===== config.mk =====
export PLATFORM = sky130hd
export DESIGN_NAME = cfg_guard_top
export DESIGN_NICKNAME = d
export VERILOG_FILES = /design/src/rtl/cfg_guard_pkg.sv /design/src/rtl/cfg_guard_ctrl.sv /design/src/rtl/cfg_guard_dpath.sv /design/src/rtl/cfg_guard_top.sv
export SDC_FILE = /design/constraint.sdc
export NUM_CORES = 1
export LEC_CHECK = 0
export CAP_MARGIN = 20
export CORE_ASPECT_RATIO = 0.5
export CORE_MARGIN = 3
export CORE_UTILIZATION = 44
export DETAILED_ROUTE_END_ITERATION = 6
export PLACE_DENSITY_LB_ADDON = 0.3
export REMOVE_ABC_BUFFERS = 1
export SLEW_MARGIN = 40
export SYNTH_ARGS = -nofsm -noshare
export SYNTH_HDL_FRONTEND = slang
export SYNTH_SLANG_ARGS = --single-unit

===== constraint.sdc =====
create_clock -name clk -period 1.5 [get_ports clk]
set_clock_uncertainty 0.05 [all_clocks]
set_input_delay 0.225 -clock clk [delete_from_list [all_inputs] [get_ports clk]]
set_output_delay 0.225 -clock clk [all_outputs]
set_load 0.005 [all_outputs]

===== src/rtl/cfg_guard_pkg.sv =====
package cfg_guard_pkg;
  localparam int DATA_W   = 16;
  localparam int IDX_W    = 4;
  localparam int LOCK_POS = 9;
  localparam int MODE_POS = 8;
  localparam int PRIV_POS = 7;

  typedef enum logic [1:0] {
    REGION_SUPER  = 2'd0,
    REGION_ASSIGN = 2'd1,
    REGION_NONE   = 2'd2
  } region_e;

  typedef struct packed {
    logic             cfgWr;
    logic             cfgRd;
    logic             scrWr;
    logic             scrRd;
    logic [IDX_W-1:0] scrIdx;
  } strobe_t;
endpackage


===== src/rtl/cfg_guard_ctrl.sv =====
module cfg_guard_ctrl
  import cfg_guard_pkg::*;
#(
  parameter int ADDR_W      = 3,
  parameter int NUM_SCRATCH = 2
) (
  input  logic [ADDR_W-1:0] addr,
  input  logic              rdEn,
  input  logic              wrEn,
  input  logic              isSuper,
  input  logic              privBit,
  output strobe_t           strobes,
  output logic              accErr
);
  localparam int CFG_OFFSET = 0;
  localparam int SCR_BASE   = 1;
  localparam int SCR_LAST   = SCR_BASE + NUM_SCRATCH - 1;

  logic [31:0] addrWide;
  region_e     region;
  logic        permitted;
  logic        access;

  assign addrWide = 32'(addr);
  assign access   = rdEn | wrEn;

  always_comb begin
    if (addrWide == 32'(CFG_OFFSET))
      region = REGION_SUPER;
    else if (addrWide >= 32'(SCR_BASE) && addrWide <= 32'(SCR_LAST))
      region = REGION_ASSIGN;
    else
      region = REGION_NONE;
  end

  always_comb begin
    unique case (region)
      REGION_SUPER:  permitted = isSuper;
      REGION_ASSIGN: permitted = isSuper | ~privBit;
      default:       permitted = 1'b0;
    endcase
  end

  assign accErr = access & ~permitted;

  always_comb begin
    strobes        = '0;
    strobes.cfgWr  = wrEn & permitted & (region == REGION_SUPER);
    strobes.cfgRd  = rdEn & permitted & (region == REGION_SUPER);
    strobes.scrWr  = wrEn & permitted & (region == REGION_ASSIGN);
    strobes.scrRd  = rdEn & permitted & (region == REGION_ASSIGN);
    strobes.scrIdx = IDX_W'(addrWide - 32'(SCR_BASE));
  end
endmodule


===== src/rtl/cfg_guard_dpath.sv =====
module cfg_guard_dpath
  import cfg_guard_pkg::*;
#(
  parameter int NUM_SCRATCH = 2
) (
  input  logic              clk,
  input  logic              rstN,
  input  strobe_t           strobes,
  input  logic [DATA_W-1:0] wrData,
  output logic [DATA_W-1:0] rdData,
  output logic              privBit,
  output logic              modeBit
);
  logic lockQ;
  logic modeQ;
  logic privQ;
  logic [NUM_SCRATCH-1:0][DATA_W-1:0] scrFlat;

  always_ff @(posedge clk or negedge rstN) begin
    if (!rstN) begin
      lockQ <= 1'b0;
      modeQ <= 1'b0;
      privQ <= 1'b1;
    end else if (strobes.cfgWr) begin
      lockQ <= wrData[LOCK_POS];
      privQ <= wrData[PRIV_POS];
      if (lockQ) modeQ <= wrData[MODE_POS];
    end
  end

  for (genvar g = 0; g < NUM_SCRATCH; g++) begin : gScr
    logic [DATA_W-1:0] wordQ;
    always_ff @(posedge clk or negedge rstN) begin
      if (!rstN)
        wordQ <= '0;
      else if (strobes.scrWr && strobes.scrIdx == IDX_W'(g))
        wordQ <= wrData;
    end
    assign scrFlat[g] = wordQ;
  end

  always_comb begin
    rdData = '0;
    if (strobes.cfgRd) begin
      rdData[LOCK_POS] = lockQ;
      rdData[MODE_POS] = modeQ;
      rdData[PRIV_POS] = privQ;
    end else if (strobes.scrRd) begin
      for (int i = 0; i < NUM_SCRATCH; i++)
        if (strobes.scrIdx == IDX_W'(i)) rdData = scrFlat[i];
    end
  end

  assign privBit = privQ;
  assign modeBit = modeQ;
endmodule


===== src/rtl/cfg_guard_top.sv =====
module cfg_guard_top
  import cfg_guard_pkg::*;
#(
  parameter int ADDR_W      = 3,
  parameter int NUM_SCRATCH = 2
) (
  input  logic              clk,
  input  logic              rstN,
  input  logic [ADDR_W-1:0] addr,
  input  logic              rdEn,
  input  logic              wrEn,
  input  logic              isSuper,
  input  logic [15:0]       wrData,
  output logic [15:0]       rdData,
  output logic              busErr,
  output logic              enhancedMode
);
  strobe_t strobes;
  logic    privBit;

  cfg_guard_ctrl #(.ADDR_W(ADDR_W), .NUM_SCRATCH(NUM_SCRATCH)) u_ctrl (
    .addr    (addr),
    .rdEn    (rdEn),
    .wrEn    (wrEn),
    .isSuper (isSuper),
    .privBit (privBit),
    .strobes (strobes),
    .accErr  (busErr)
  );

  cfg_guard_dpath #(.NUM_SCRATCH(NUM_SCRATCH)) u_dpath (
    .clk     (clk),
    .rstN    (rstN),
    .strobes (strobes),
    .wrData  (wrData),
    .rdData  (rdData),
    .privBit (privBit),
    .modeBit (enhancedMode)
  );
endmodule


# ---- Word-level counts from Yosys, hierarchy flattened
# Index checks and enable logic that the tools add are counted.
dict set report totals {
  ff_bits 35
  inputBits 24
  out_inout_bits 18
  word_cells 37
}
dict set report classes {
  n_addsub 1
  n_lt_le_gt_ge 2
  n_eq_ne 2
  muxes 9
  n_bitwise 11
  n_reduce_logical 7
}
# operator count
set ops {}
lappend ops {{2-to-1 mux 16 bit} 3}
lappend ops {{zero test 32 bit} 1}
lappend ops {{bitwise AND 1 bit} 7}
lappend ops {{2-to-1 mux 7 bit} 1}
lappend ops {{2-to-1 mux 6 bit} 1}
lappend ops {{equality test 4 x 1 -> 1 bit (second input constant)} 1}
lappend ops {{zero test 4 bit} 1}
lappend ops {{2-to-1 mux 2 bit} 2}
lappend ops {{subtractor 3 x 1 -> 4 bit (second input constant)} 1}
lappend ops {{>= comparator 3 x 1 -> 1 bit (second input constant)} 1}
lappend ops {{<= comparator 3 x 2 -> 1 bit (second input constant)} 1}
lappend ops {{logical AND 1 bit} 3}
lappend ops {{2-to-1 mux 3 bit} 1}
lappend ops {{equality test 2 x 1 -> 1 bit (second input constant)} 1}
lappend ops {{zero test 2 bit} 1}
lappend ops {{NOT 1 bit} 2}
lappend ops {{bitwise OR 1 bit} 2}
lappend ops {{one-hot mux 1 bit (2 select lines)} 1}
lappend ops {{AND reduction 2 bit} 1}

# ---- Longest topological paths before layout
# Gate-level depths: netlist of run 1.
dict set report logic_depth {
  depth_word 10
  mapped_depth 8
  ltp_nobuf 6
}

# ---- By module
# A second synthesis of run 1 with hierarchy kept.
dict set report hier_totals {
  hier_cells 144
  hier_area_um2 1786.7
}
# module n_inst cells_each area_each_um2 seq_area_each_um2
set modules_own_cells {}
lappend modules_own_cells {cfg_guard_dpath 1 119 1622.8 877.1}
lappend modules_own_cells {cfg_guard_ctrl 1 25 163.9 0.0}

# ---- Worst setup path before layout of run 1
# Ideal clock, no wire load.
dict set report synth_timing {
  path_kind {input to register}
  startpoint {in addr[1]}
  endpoint {reg u_dpath.gScr[1].wordQ[10]}
  setup_time_ns 0.125
  arrival_ns 1.510
  t_required_ns 1.325
  path_slack_ns -0.185
  stages 7
  n_path_buf 2
  path_cell_list {nor2_1 -> ha_1 -> and3b_1 -> buf_2 -> nand4b_4 -> buf_6 -> mux2_4}
}
dict set report synth_between {
  elab_chain_len 9
  word_cells_on_any_way 14
  classes_between {add/sub (1); order compare (2); eq/ne (2); mux (3); bitwise (2); reduce/logical (4)}
}
# item line
set synth_rtl {}
lappend synth_rtl {{start: declaration} cfg_guard_top.sv:9} ;# input logic [ADDR_W-1:0] addr,
lappend synth_rtl {{>= comparator 3 x 1 -> 1 bit / <= comparator 3 x 2 -> 1 bit (equally long branches)} cfg_guard_ctrl.sv:30} ;# else if (addrWide >= 32'(SCR_BASE) && addrWide <= 32'(SCR_LAST))
lappend synth_rtl {{logical AND 1 bit} cfg_guard_ctrl.sv:30}
lappend synth_rtl {{2-to-1 mux 2 bit} cfg_guard_ctrl.sv:30}
lappend synth_rtl {{2-to-1 mux 2 bit} cfg_guard_ctrl.sv:28} ;# if (addrWide == 32'(CFG_OFFSET))
lappend synth_rtl {{equality test 2 x 1 -> 1 bit / zero test 2 bit (equally long branches)} {cfg_guard_ctrl.sv:37, cfg_guard_ctrl.sv:50}}
lappend synth_rtl {{one-hot mux 1 bit (2 select lines)} cfg_guard_ctrl.sv:37} ;# unique case (region)
lappend synth_rtl {{bitwise AND 1 bit (2 in series)} cfg_guard_ctrl.sv:50} ;# strobes.scrWr = wrEn & permitted & (region == REGION_ASSIGN);
lappend synth_rtl {{logical AND 1 bit *} cfg_guard_dpath.sv:36} ;# else if (strobes.scrWr && strobes.scrIdx == IDX_W'(g))
lappend synth_rtl {{end signal: assignment} cfg_guard_dpath.sv:37} ;# wordQ <= wrData;
lappend synth_rtl {{end: declaration} cfg_guard_dpath.sv:32} ;# logic [DATA_W-1:0] wordQ;
# Mark *: on every way between the ends. The rest lies on a longest branch, timed or not.
# A chain may end at the register's enable or synchronous reset.

# ---- Worst setup path after layout of run 1
dict set report layout_timing {
  startpoint {reg u_dpath.privQ (netlist: u_dpath.privBit)}
  endpoint {out rdData[6]}
}
dict set report layout_between {
  elab_chain_len 7
  word_cells_on_any_way 8
  classes_between {mux (3); bitwise (5)}
}
# item line
set layout_rtl {}
lappend layout_rtl {{start: declaration} cfg_guard_dpath.sv:16} ;# logic privQ;
lappend layout_rtl {{start signal: assignment} cfg_guard_dpath.sv:26} ;# privQ <= wrData[PRIV_POS];
lappend layout_rtl {{NOT 1 bit *} cfg_guard_ctrl.sv:39} ;# REGION_ASSIGN: permitted = isSuper | ~privBit;
lappend layout_rtl {{bitwise OR 1 bit *} cfg_guard_ctrl.sv:39}
lappend layout_rtl {{one-hot mux 1 bit (2 select lines) *} cfg_guard_ctrl.sv:37}
lappend layout_rtl {{bitwise AND 1 bit *} {cfg_guard_ctrl.sv:49, cfg_guard_ctrl.sv:51}}
lappend layout_rtl {{bitwise AND 1 bit} cfg_guard_ctrl.sv:51} ;# strobes.scrRd = rdEn & permitted & (region == REGION_ASSIGN);
lappend layout_rtl {{2-to-1 mux 16 bit} cfg_guard_dpath.sv:48} ;# end else if (strobes.scrRd) begin
lappend layout_rtl {{2-to-1 mux 7 bit *} cfg_guard_dpath.sv:44} ;# if (strobes.cfgRd) begin
lappend layout_rtl {{end: declaration} cfg_guard_top.sv:14} ;# output logic [15:0] rdData,
# Marked as above.

==> out/results.txt, run 1 <==
Period minus WS final = 1.95 ns
Die Area = 0.00488 mm²
Cell variety after synth = 27
Syn Std Cell Area = 0.00178 mm²
Pleak = 1.30 nW
slew at the pin closest to its max-slew limit = 0.574 ns
Iter 0 DRT Violations = 60
post-synthesis sequential area ratio = 0.494
Critical Path AT = 1.68 ns
fin crit share = 1.30
# H-tree levels = 2
dpl ws = -1.06 ns
IO Port Bufs = 41
critical path class = reg -> out
final std cells w/o fill = 267
share of layout cells above drive strength 1 = 0.616
vias = 1439
critical path endpoint category = output port
DP HPWL = 2.93 mm
reg2reg path depth = 7
NumNets Final = 241
Routed WL = 5.11 mm
Via density = 5.39
failing checks = setup timing
overall global routing resource usage = 0.240
Initial Util = 0.488
first drt pass iteration count = 4
Area Overhead vs Synth = 55.0%
Seq pwr share = 0.500
core area = 0.00364 mm²
worst reg2reg path endpoint = u_dpath.gScr[1].wordQ[1]
reg2reg start = u_dpath.privBit
ANT nets after route = 0
Pwr Density = 1010 mW/mm²
Worst EP required = 1.22 ns
CP Max Fanout = 4
number of I/O pins = 42
die width = 95.8 µm
Peak VDD IR = 0.490 mV
DRC = 0
largest net degree at the start of global routing = 26
DR WL/cell = 19.1 µm
register bit count reported by yosys = 35
number of global-route vias before repair = 1587
Hold Vio Cnt, Final = 0
dpl cells = 241
CTS tree = done
switching part of the total = 0.276
first-pass GRT wire length = 8.38 mm
R2R Setup Slk = -0.26 ns
status = finished with violations
max-cap viol count = 0
Sink Count = 35
Reg clk slew, reported paths = 0.07 ns
Max Clock Freq = 513 MHz
Syn. warnings = 0
Die Height = 50.9 µm
Pins Over Slew Limit = 0
n_diodes = 0
row cnt = 15
initial antenna violation count = 0
Int Pwr = 2.01 mW
Placer Congestion = 0.761
combinational share of power = 0.257
Final Setup Violations = 50
max_slew headroom = 0.617
HP Class = in -> async
CP Launch Type = register
clk_lat worst skew = 0.29 ns
Sw Pwr = 766 µW
Clk pwr share = 0.242
hold slack = 0.398 ns
grt ovf = 0
Root Buffer = clkbuf_8
cell count after synthesis = 135
Num CTS Buffers = 5
Longest Clk Path Bufs = 2
RSZ-0062 raised after global routing = true
Synth Area per Inst = 13.2 µm²
min setup slack post-route = -0.450 ns
[cell type report]
type / instances / area (µm²)
Clock buffer: 7 / 76.3
Clock inverter: 1 / 5.00
Fill cell: 228 / 888
Inverter: 1 / 6.26
Multi-Input combinational cell: 91 / 972
Sequential cell: 35 / 877
Tap cell: 51 / 63.8
Timing Repair Buffer: 81 / 752
[synth_stat cells, drive strengths merged]
library cell | number | area share
a22oi | 16 | 0.068
a31oi | 1 | 0.0035
nor2 | 16 | 0.034
ha | 2 | 0.014
and2 | 2 | 0.0071
o22ai | 3 | 0.011
dfstp | 1 | 0.015
and3b | 1 | 0.0049
o21ai | 1 | 0.0028
mux2 | 35 | 0.26
nand3 | 5 | 0.021
inv | 1 | 0.0021
clkbuf | 2 | 0.0042
nor3b | 1 | 0.0042
dfrtp | 34 | 0.48
nand4b | 2 | 0.018
nand2b | 2 | 0.0070
buf | 6 | 0.027
a32oi | 1 | 0.0049
and2b | 1 | 0.0042
nand2 | 2 | 0.0042
[worst max path at each step]
stage	slack (ns)	cells past startpoint	startpoint	to
6_report	-0.45	8	u_dpath.privBit	rdData[6]
5_1_grt	-0.52	8	u_dpath.privBit	rdData[2]
4_1_cts	-0.42	8	u_dpath.privBit	rdData[13]
3_5_place_dp	-1.06	9	addr[2]	rdData[7]
3_3_place_gp	-1.06	9	addr[2]	rdData[7]
2_1_floorplan	-0.39	6	addr[2]	rdData[7]
[worst max-delay path: stages, from the launching register on]
cell	delay [ns]
dfstp_2	0.56
nand2b_4	0.06
and2_4	0.14
nand4b_1	0.10
buf_4	0.14
buf_6	0.12
buf_12	0.11
nor2_2	0.03
buf_2	0.13
[power groups by stage]
stage	sequential (mW)	combinational (mW)	clock, mW
after floorplan	1.31	0.395	0
final	1.39	0.716	0.674
after CTS	1.37	0.698	0.685
after global routing	1.42	0.765	0.734
after detailed placement	1.36	0.609	0
after global placement	1.34	0.592	0
[state kept, by name (all words and copies together) (netlist names)]
register            cells
u_dpath.privBit         1
u_dpath.modeBit         1
u_dpath.lockQ           1
u_dpath.gScr.wordQ     32
[placed cells by master (no fill, tap or decap), types with 2 or more instances in the layout]
| master | n |
|---|---|
| a22oi_1 | 3 |
| a22oi_2 | 13 |
| buf_12 | 7 |
| buf_2 | 20 |
| buf_4 | 23 |
| buf_6 | 8 |
| clkbuf_1 | 2 |
| clkbuf_8 | 5 |
| clkdlybuf4s50_1 | 19 |
| dfrtp_1 | 34 |
| mux2_2 | 14 |
| mux2_4 | 21 |
| nand2_1 | 2 |
| nand3_1 | 4 |
| nor2_1 | 9 |
| nor2_2 | 6 |
| o22ai_1 | 3 |
[metal layers]
layer | share of wire | global-route usage | up-vias
li1 | - | - | 657
met1 | 0.45 | 0.300 | 732
met2 | 0.48 | 0.380 | 40
met3 | 0.049 | 0.0706 | 10
met4 | 0.027 | 0.123 | 0
met5 | 0 | 0 | -
[logic make-up after synthesis]
family          after synthesis  synth area share
buf+inv                       9            0.0331
fa+ha+maj                     2            0.0141
flops                        35             0.494
mux                          35             0.264
simple gates                 32             0.105
compound gates               22            0.0895
[per-stage QoR]
stage	total power [mW]	setup TNS [ns]	utilization	cell area [µm²]
6_report	2.78	-14.26	0.756	2750
5_1_grt	2.92	-16.54	0.756	2750
4_1_cts	2.75	-13.75	0.756	2750
3_5_place_dp	1.97	-46.20	0.660	2400
3_3_place_gp	1.93	-46.12	0.660	2400
2_1_floorplan	1.71	-15.51	-	1720
[repair_timing]
action                                  in CTS  in global routing
endpoints found under the setup margin      52                 52
endpoints found under the hold margin       22                  0
buffers inserted                            15                  2
gates cloned                                 3                  0
hold buffers                                 1                  0
pin swaps                                   23                  1
resized for setup                          118                 10
No activity file was read; power rests on OpenSTA's default activity.
==> inputs of run 2 (changes only) <==
Settings changed: CORE_UTILIZATION 44 to 46, CTS_BUF_LIST set to sky130_fd_sc_hd__clkbuf_2 sky130_fd_sc_hd__clkbuf_4 sky130_fd_sc_hd__clkbuf_8, REMOVE_ABC_BUFFERS 1 to not set, TNS_END_PERCENT set to 1.
==> out/results.txt, run 2 (same netlist as run 1, synthesis figures left out) <==
number of global-route vias before repair = 1432 (-9.8%)
Num CTS Buffers = 5 (unchanged)
Syn Nets = 161
Max Clock Freq = 526 MHz (+2.6%)
reg2reg path depth = 6 (-1)
core area = 0.00357 mm² (-2.1%)
CTS tree = done
Die Height = 49.9 µm (-1.9%)
clk_lat worst skew = 0.29 ns (about the same)
status = finished with violations
IO Port Bufs = 41 (unchanged)
Die Area = 0.00469 mm² (-4.0%)
Initial Util = 0.498 (+0.0103)
n_diodes = 0 (unchanged)
Final TNS setup = -10.55 ns (+3.70 ns)
largest net degree at the start of global routing = 36 (+38%)
first-pass GRT wire length = 7.48 mm (-11%)
share of layout cells above drive strength 1 = 0.629 (+0.0130)
failing checks = setup timing
Pleak = 1.24 nW (-4.6%)
Pins Over Slew Limit = 0 (unchanged)
CP Launch Type = register
die width = 93.9 µm (-2.1%)
HP Class = in -> async
vias = 1347 (-6.4%)
number of flip-flops in the largest register = 32 (unchanged)
Critical Path AT = 1.63 ns (-0.05 ns)
DP HPWL = 3.06 mm (+4.5%)
CTS hold repair buffers = 0 (-1)
CP max-delay cell = dfstp_2
ANT nets after route = 0 (unchanged)
DRC = 0 (unchanged)
Final Setup Violations = 52 (+4.0%)
Placer Congestion = 0.813 (+6.9%)
CP Max Fanout = 7 (+3)
overall global routing resource usage = 0.213 (-0.0274)
max-cap viol count = 0 (unchanged)
max_slew headroom = 0.743 (+0.126)
most frequent cells in the layout = dfrtp_1, mux2_4, clkdlybuf4s50_1, buf_4, buf_2
dpl ws = -1.16 ns (-0.0953 ns)
initial antenna violation count = 0 (unchanged)
CP max stage delay = 0.55 ns (about the same)
number of I/O pins = 42 (unchanged)
fin util = 0.755 (-0.00128)
Root Buffer = clkbuf_8
grt ovf = 0 (unchanged)
Longest Clk Path Bufs = 2 (unchanged)
row cnt = 15 (unchanged)
# H-tree levels = 2 (unchanged)
Sink Count = 35 (unchanged)
Routed WL = 4.40 mm (-14%)
RSZ-0062 raised after global routing = true
Area Overhead vs Synth = 51.6%
Pwr Density = 1040 mW/mm² (+2.7%)
critical path endpoint category = output port
critical path class = reg -> out
Via density = 5.32 (-1.2%)
DR WL/cell = 17.4 µm (-9.1%)
Iter 0 DRT Violations = 49 (-18%)
fin crit share = 1.27 (-0.0332)
Peak VDD IR = 0.664 mV (+36%)
NumNets Final = 228 (-5.4%)
Hold Vio Cnt, Final = 0 (unchanged)
Reg clk slew, reported paths = 0.07 ns (about the same)
Total Power = 2.79 mW (+0.44%)
Biggest register = u_dpath.gScr.wordQ
Worst EP required = 1.22 ns (about the same)
min setup slack post-route = -0.401 ns (+0.0497 ns)
CP Cell Sequence = nand2b_4 -> and2_4 -> nand4b_1 -> buf_6 -> buf_12 -> nor2_4 -> buf_2
slew at the pin closest to its max-slew limit = 0.385 ns (-0.189 ns)
commonest non-fill, non-tap cell in the layout = dfrtp_1
first drt pass iteration count = 4 (unchanged)
Period minus WS final = 1.90 ns (-0.0497 ns)
## run 2: worst paths after layout
kind | from | endpoint | slack [ns]
hold reg to reg | u_dpath.gScr[0].wordQ[9] | u_dpath.gScr[0].wordQ[9] | 0.46
hold / removal | rstN | u_dpath.gScr[0].wordQ[2] | 0.25
setup reg to reg | u_dpath.privBit | u_dpath.gScr[1].wordQ[1] | -0.15
setup / recovery | u_dpath.privBit | rdData[6] | -0.40
max in group asynchronous | rstN | u_dpath.privBit | 0.89
min in group clk | u_dpath.gScr[0].wordQ[9] | u_dpath.gScr[0].wordQ[9] | 0.46
## run 2: cell type report
cell class              instances  area [µm²]
clock buffers                   6        82.6
repair buffers                 68         611
inverters                       1        3.75
fillers                       245         875
flip-flops and latches         35         877
well taps                      51        63.8
multi-input cells              91        1050
clock inverters                 1        5.00
## run 2: through the flow
step                hold WS (ns)  cells  area [µm²]
detailed placement         0.444    243        2550
finish                     0.249    253        2690
global placement           0.439    243        2550
floorplan                 -0.121    135        1930
global route               0.262    253        2690
CTS                        0.252    253        2680
## run 2: timing repair
item | CTS | global route
resized for setup | 98 | 8
pin swaps | 8 | 6
buffers inserted | 3 | 0
gates cloned | 1 | 0
endpoints found under the setup margin | 52 | 53
## run 2: routing by layer
| layer | global-route usage | share of wire |
|---|---|---|
| met3 | 0.0534 | 0.048 |
| met4 | 0.0719 | 0.015 |
| met5 | 0 | 0 |
| met1 | 0.292 | 0.47 |
| met2 | 0.328 | 0.46 |
## run 2: where the power goes
group	internal [mW]	switching, mW
logic	0.468	0.239
registers	1.20	0.185
clock network	0.360	0.338
total	2.03	0.762
## run 2: critical path: cells and delay by family, from the launching register on
family	cells	cell delay, ns
and+or+nand+nor	4	0.33
DFF	1	0.55
buffers and inverters	3	0.45
==> inputs of run 3 (changes only) <==
Settings changed: CTS_CLUSTER_SIZE set to 14, SYNTH_HIERARCHICAL set to 1.
==> out/results.txt, run 3 <==
Via density = 5.41 (+1.5%)
Pwr Density = 1030 mW/mm² (-0.34%)
Worst EP required = 1.22 ns (about the same)
IO Port Bufs = 41 (unchanged)
initial antenna violation count = 0 (unchanged)
Async SR Flop Fraction = 1.00 (unchanged)
NumNets Final = 258 (+13%)
reg2reg path depth = 6 (unchanged)
most frequent cells in the layout = dfrtp_1, buf_4, clkdlybuf4s50_1, buf_2, mux2_4
DRC = 0 (unchanged)
Yosys top cell area share = 0.476 (-0.00302)
Longest Clk Path Bufs = 2 (unchanged)
share of layout cells above drive strength 1 = 0.596 (-0.0331)
DR WL/cell = 19.3 µm (+11%)
grt ovf = 0 (unchanged)
die width = 94.1 µm (+0.30%)
Iter 0 DRT Violations = 101 (+110%)
fin util = 0.798 (+0.0435)
post-synthesis sequential area ratio = 0.491 (-0.00311)
Peak VDD IR = 0.755 mV (+14%)
slew at the pin closest to its max-slew limit = 0.354 ns (-0.0313 ns)
dominant cells by area after synthesis = dfrtp_1, mux2_2, mux2_4
CTS hold repair buffers = 0 (unchanged)
overall global routing resource usage = 0.237 (+0.0243)
largest net degree at the start of global routing = 24 (-33%)
Hold Vio Cnt, Final = 0 (unchanged)
Period minus WS final = 2.08 ns (+0.175 ns)
Cell variety after synth = 27 (unchanged)
Max Clock Freq = 482 MHz (-8.4%)
min setup slack post-route = -0.575 ns (-0.175 ns)
fin crit share = 1.38 (+0.116)
commonest non-fill, non-tap cell in the layout = dfrtp_1
Sink Count = 35 (unchanged)
dpl cells = 254 (+4.5%)
Synth Area per Inst = 12.4 µm² (-5.7%)
Biggest register = u_dpath/gScr.wordQ
max_slew headroom = 0.763 (+0.0199)
Syn Nets = 173 (+7.5%)
HP Class = in -> async
register bit count reported by yosys = 35 (unchanged)
R2R Setup Slk = -0.54 ns (-0.39 ns)
Pleak = 1.39 nW (+11%)
first-pass GRT wire length = 8.40 mm (+12%)
Num CTS Buffers = 5 (unchanged)
status = finished with violations
cell count after synthesis = 144 (+6.7%)
Syn. warnings = 6 (+6)
row cnt = 15 (unchanged)
CP Max Fanout = 13 (+6)
Final Setup Violations = 49 (-5.8%)
Die Height = 50.1 µm (+0.28%)
n_diodes = 0 (unchanged)
Placer Congestion = 0.802 (-1.4%)
Area Overhead vs Synth = 60.2%
Root Buffer = clkbuf_8
Critical Path AT = 1.80 ns (+0.17 ns)
Commonest cells post-synth = dfrtp_1, mux2_2, nor2_1
Most used DFF post-synth = dfrtp_1
dpl ws = -1.33 ns (-0.176 ns)
reg2reg start = u_dpath/privBit
Pins Over Slew Limit = 0 (unchanged)
number of I/O pins = 42 (unchanged)
# H-tree levels = 2 (unchanged)
Routed WL = 5.42 mm (+23%)
hold slack = 0.258 ns (+0.00877 ns)
CTS tree = done
worst reg2reg path endpoint = u_dpath/gScr[1].wordQ[6]
Die Area = 0.00471 mm² (+0.58%)
ANT nets after route = 0 (unchanged)
Final TNS setup = -23.61 ns (-13.05 ns)
DP HPWL = 2.91 mm (-5.2%)
critical path endpoint category = output port
number of global-route vias before repair = 1663 (+16%)
Reg clk slew, reported paths = 0.08 ns (about the same)
Syn Std Cell Area = 0.00179 mm² (+0.63%)
clk_lat worst skew = 0.29 ns (about the same)
Post-synth EDFFs = 0 (unchanged)
max-cap viol count = 0 (unchanged)
Synth area leader = dfrtp_1
Initial Util = 0.498 (+0.000535)
number of flip-flops in the largest register = 32 (unchanged)
vias = 1519 (+13%)
final std cells w/o fill = 281 (+11%)
failing checks = setup timing
CP Launch Type = register
core area = 0.00358 mm² (+0.53%)
critical path class = reg -> out
most frequent cell after synthesis = dfrtp_1
RSZ-0062 raised after global routing = true
first drt pass iteration count = 4 (unchanged)
## run 3: changes by cell type after synthesis, moves of 2 or more
cell / previous run / this run
nor4_2: 0 / 2
a32oi_1: 1 / 3
mux2_2: 15 / 25
inv_1: 1 / 8
nor3_1: 0 / 3
nand2_1: 2 / 5
ha_1: 2 / 5
a22oi_1: 16 / 13
mux2_4: 20 / 10
o22ai_1: 3 / 0
## run 3: worst max path at each step
| stage | from | end | slack, ns | depth (start not counted) |
|---|---|---|---|---|
| detailed placement | addr[0] | rdData[11] | -1.33 | 10 |
| CTS | addr[0] | rdData[1] | -0.61 | 12 |
| finish | u_dpath/privBit | rdData[2] | -0.58 | 7 |
| global route | u_dpath/privBit | rdData[2] | -0.64 | 7 |
| floorplan | addr[0] | u_dpath/gScr[1].wordQ[10] | -0.86 | 10 |
| global placement | addr[0] | rdData[1] | -1.32 | 10 |
## run 3: cells by family (layout without fill, tap and decap cells)
group	count (synthesis)	in the layout	synth area share
compound gates	19	19	0.0882
simple gates	35	35	0.106
flops	35	35	0.491
mux	35	35	0.242
fa+ha+maj	5	5	0.0350
buf+inv	15	101	0.0385
## run 3: layout make-up
| class | count | area [µm²] |
|---|---|---|
| multi-input cells | 94 | 1040 |
| flip-flops and latches | 35 | 877 |
| clock inverters | 3 | 43.8 |
| clock buffers | 5 | 68.8 |
| well taps | 51 | 63.8 |
| fillers | 205 | 723 |
| repair buffers | 84 | 724 |
| inverters | 9 | 41.3 |
## run 3: through the flow
stage / total power [mW] / instance area, µm²
after floorplan: 1.65 / 1800
after global placement: 1.89 / 2460
after detailed placement: 1.92 / 2460
after CTS: 2.88 / 2770
after global routing: 3.09 / 2860
final: 2.96 / 2860
## run 3: routing by layer
| metal | track usage | up-vias | share of wire |
|---|---|---|---|
| met5 | 0 | - | 0 |
| met4 | 0.0767 | 0 | 0.027 |
| met1 | 0.294 | 769 | 0.42 |
| met2 | 0.406 | 45 | 0.51 |
| li1 | - | 689 | - |
| met3 | 0.0595 | 16 | 0.044 |
## run 3: worst max-delay path, stage by stage, from the launching register on
cell and delay (ns):
dfstp_2 0.38, a21o_1 0.22, nor3_2 0.23, buf_4 0.14, nand2b_1 0.06, buf_6 0.16
nor2_1 0.16, buf_2 0.16
## run 3: report_power, final
| group | switching [mW] | leakage (nW) | internal (mW) |
|---|---|---|---|
| Clock | 0.367 | 0.0581 | 0.495 |
| Combinational | 0.261 | 0.880 | 0.475 |
| Sequential | 0.172 | 0.449 | 1.19 |
## run 3: timing repair
| item | CTS | global route |
|---|---|---|
| endpoints found under the setup margin | 52 | 52 |
| gates resized for setup | 117 | 24 |
| pin swaps | 22 | 16 |
| buffers inserted | 17 | 2 |
| cloned | 1 | 0 |
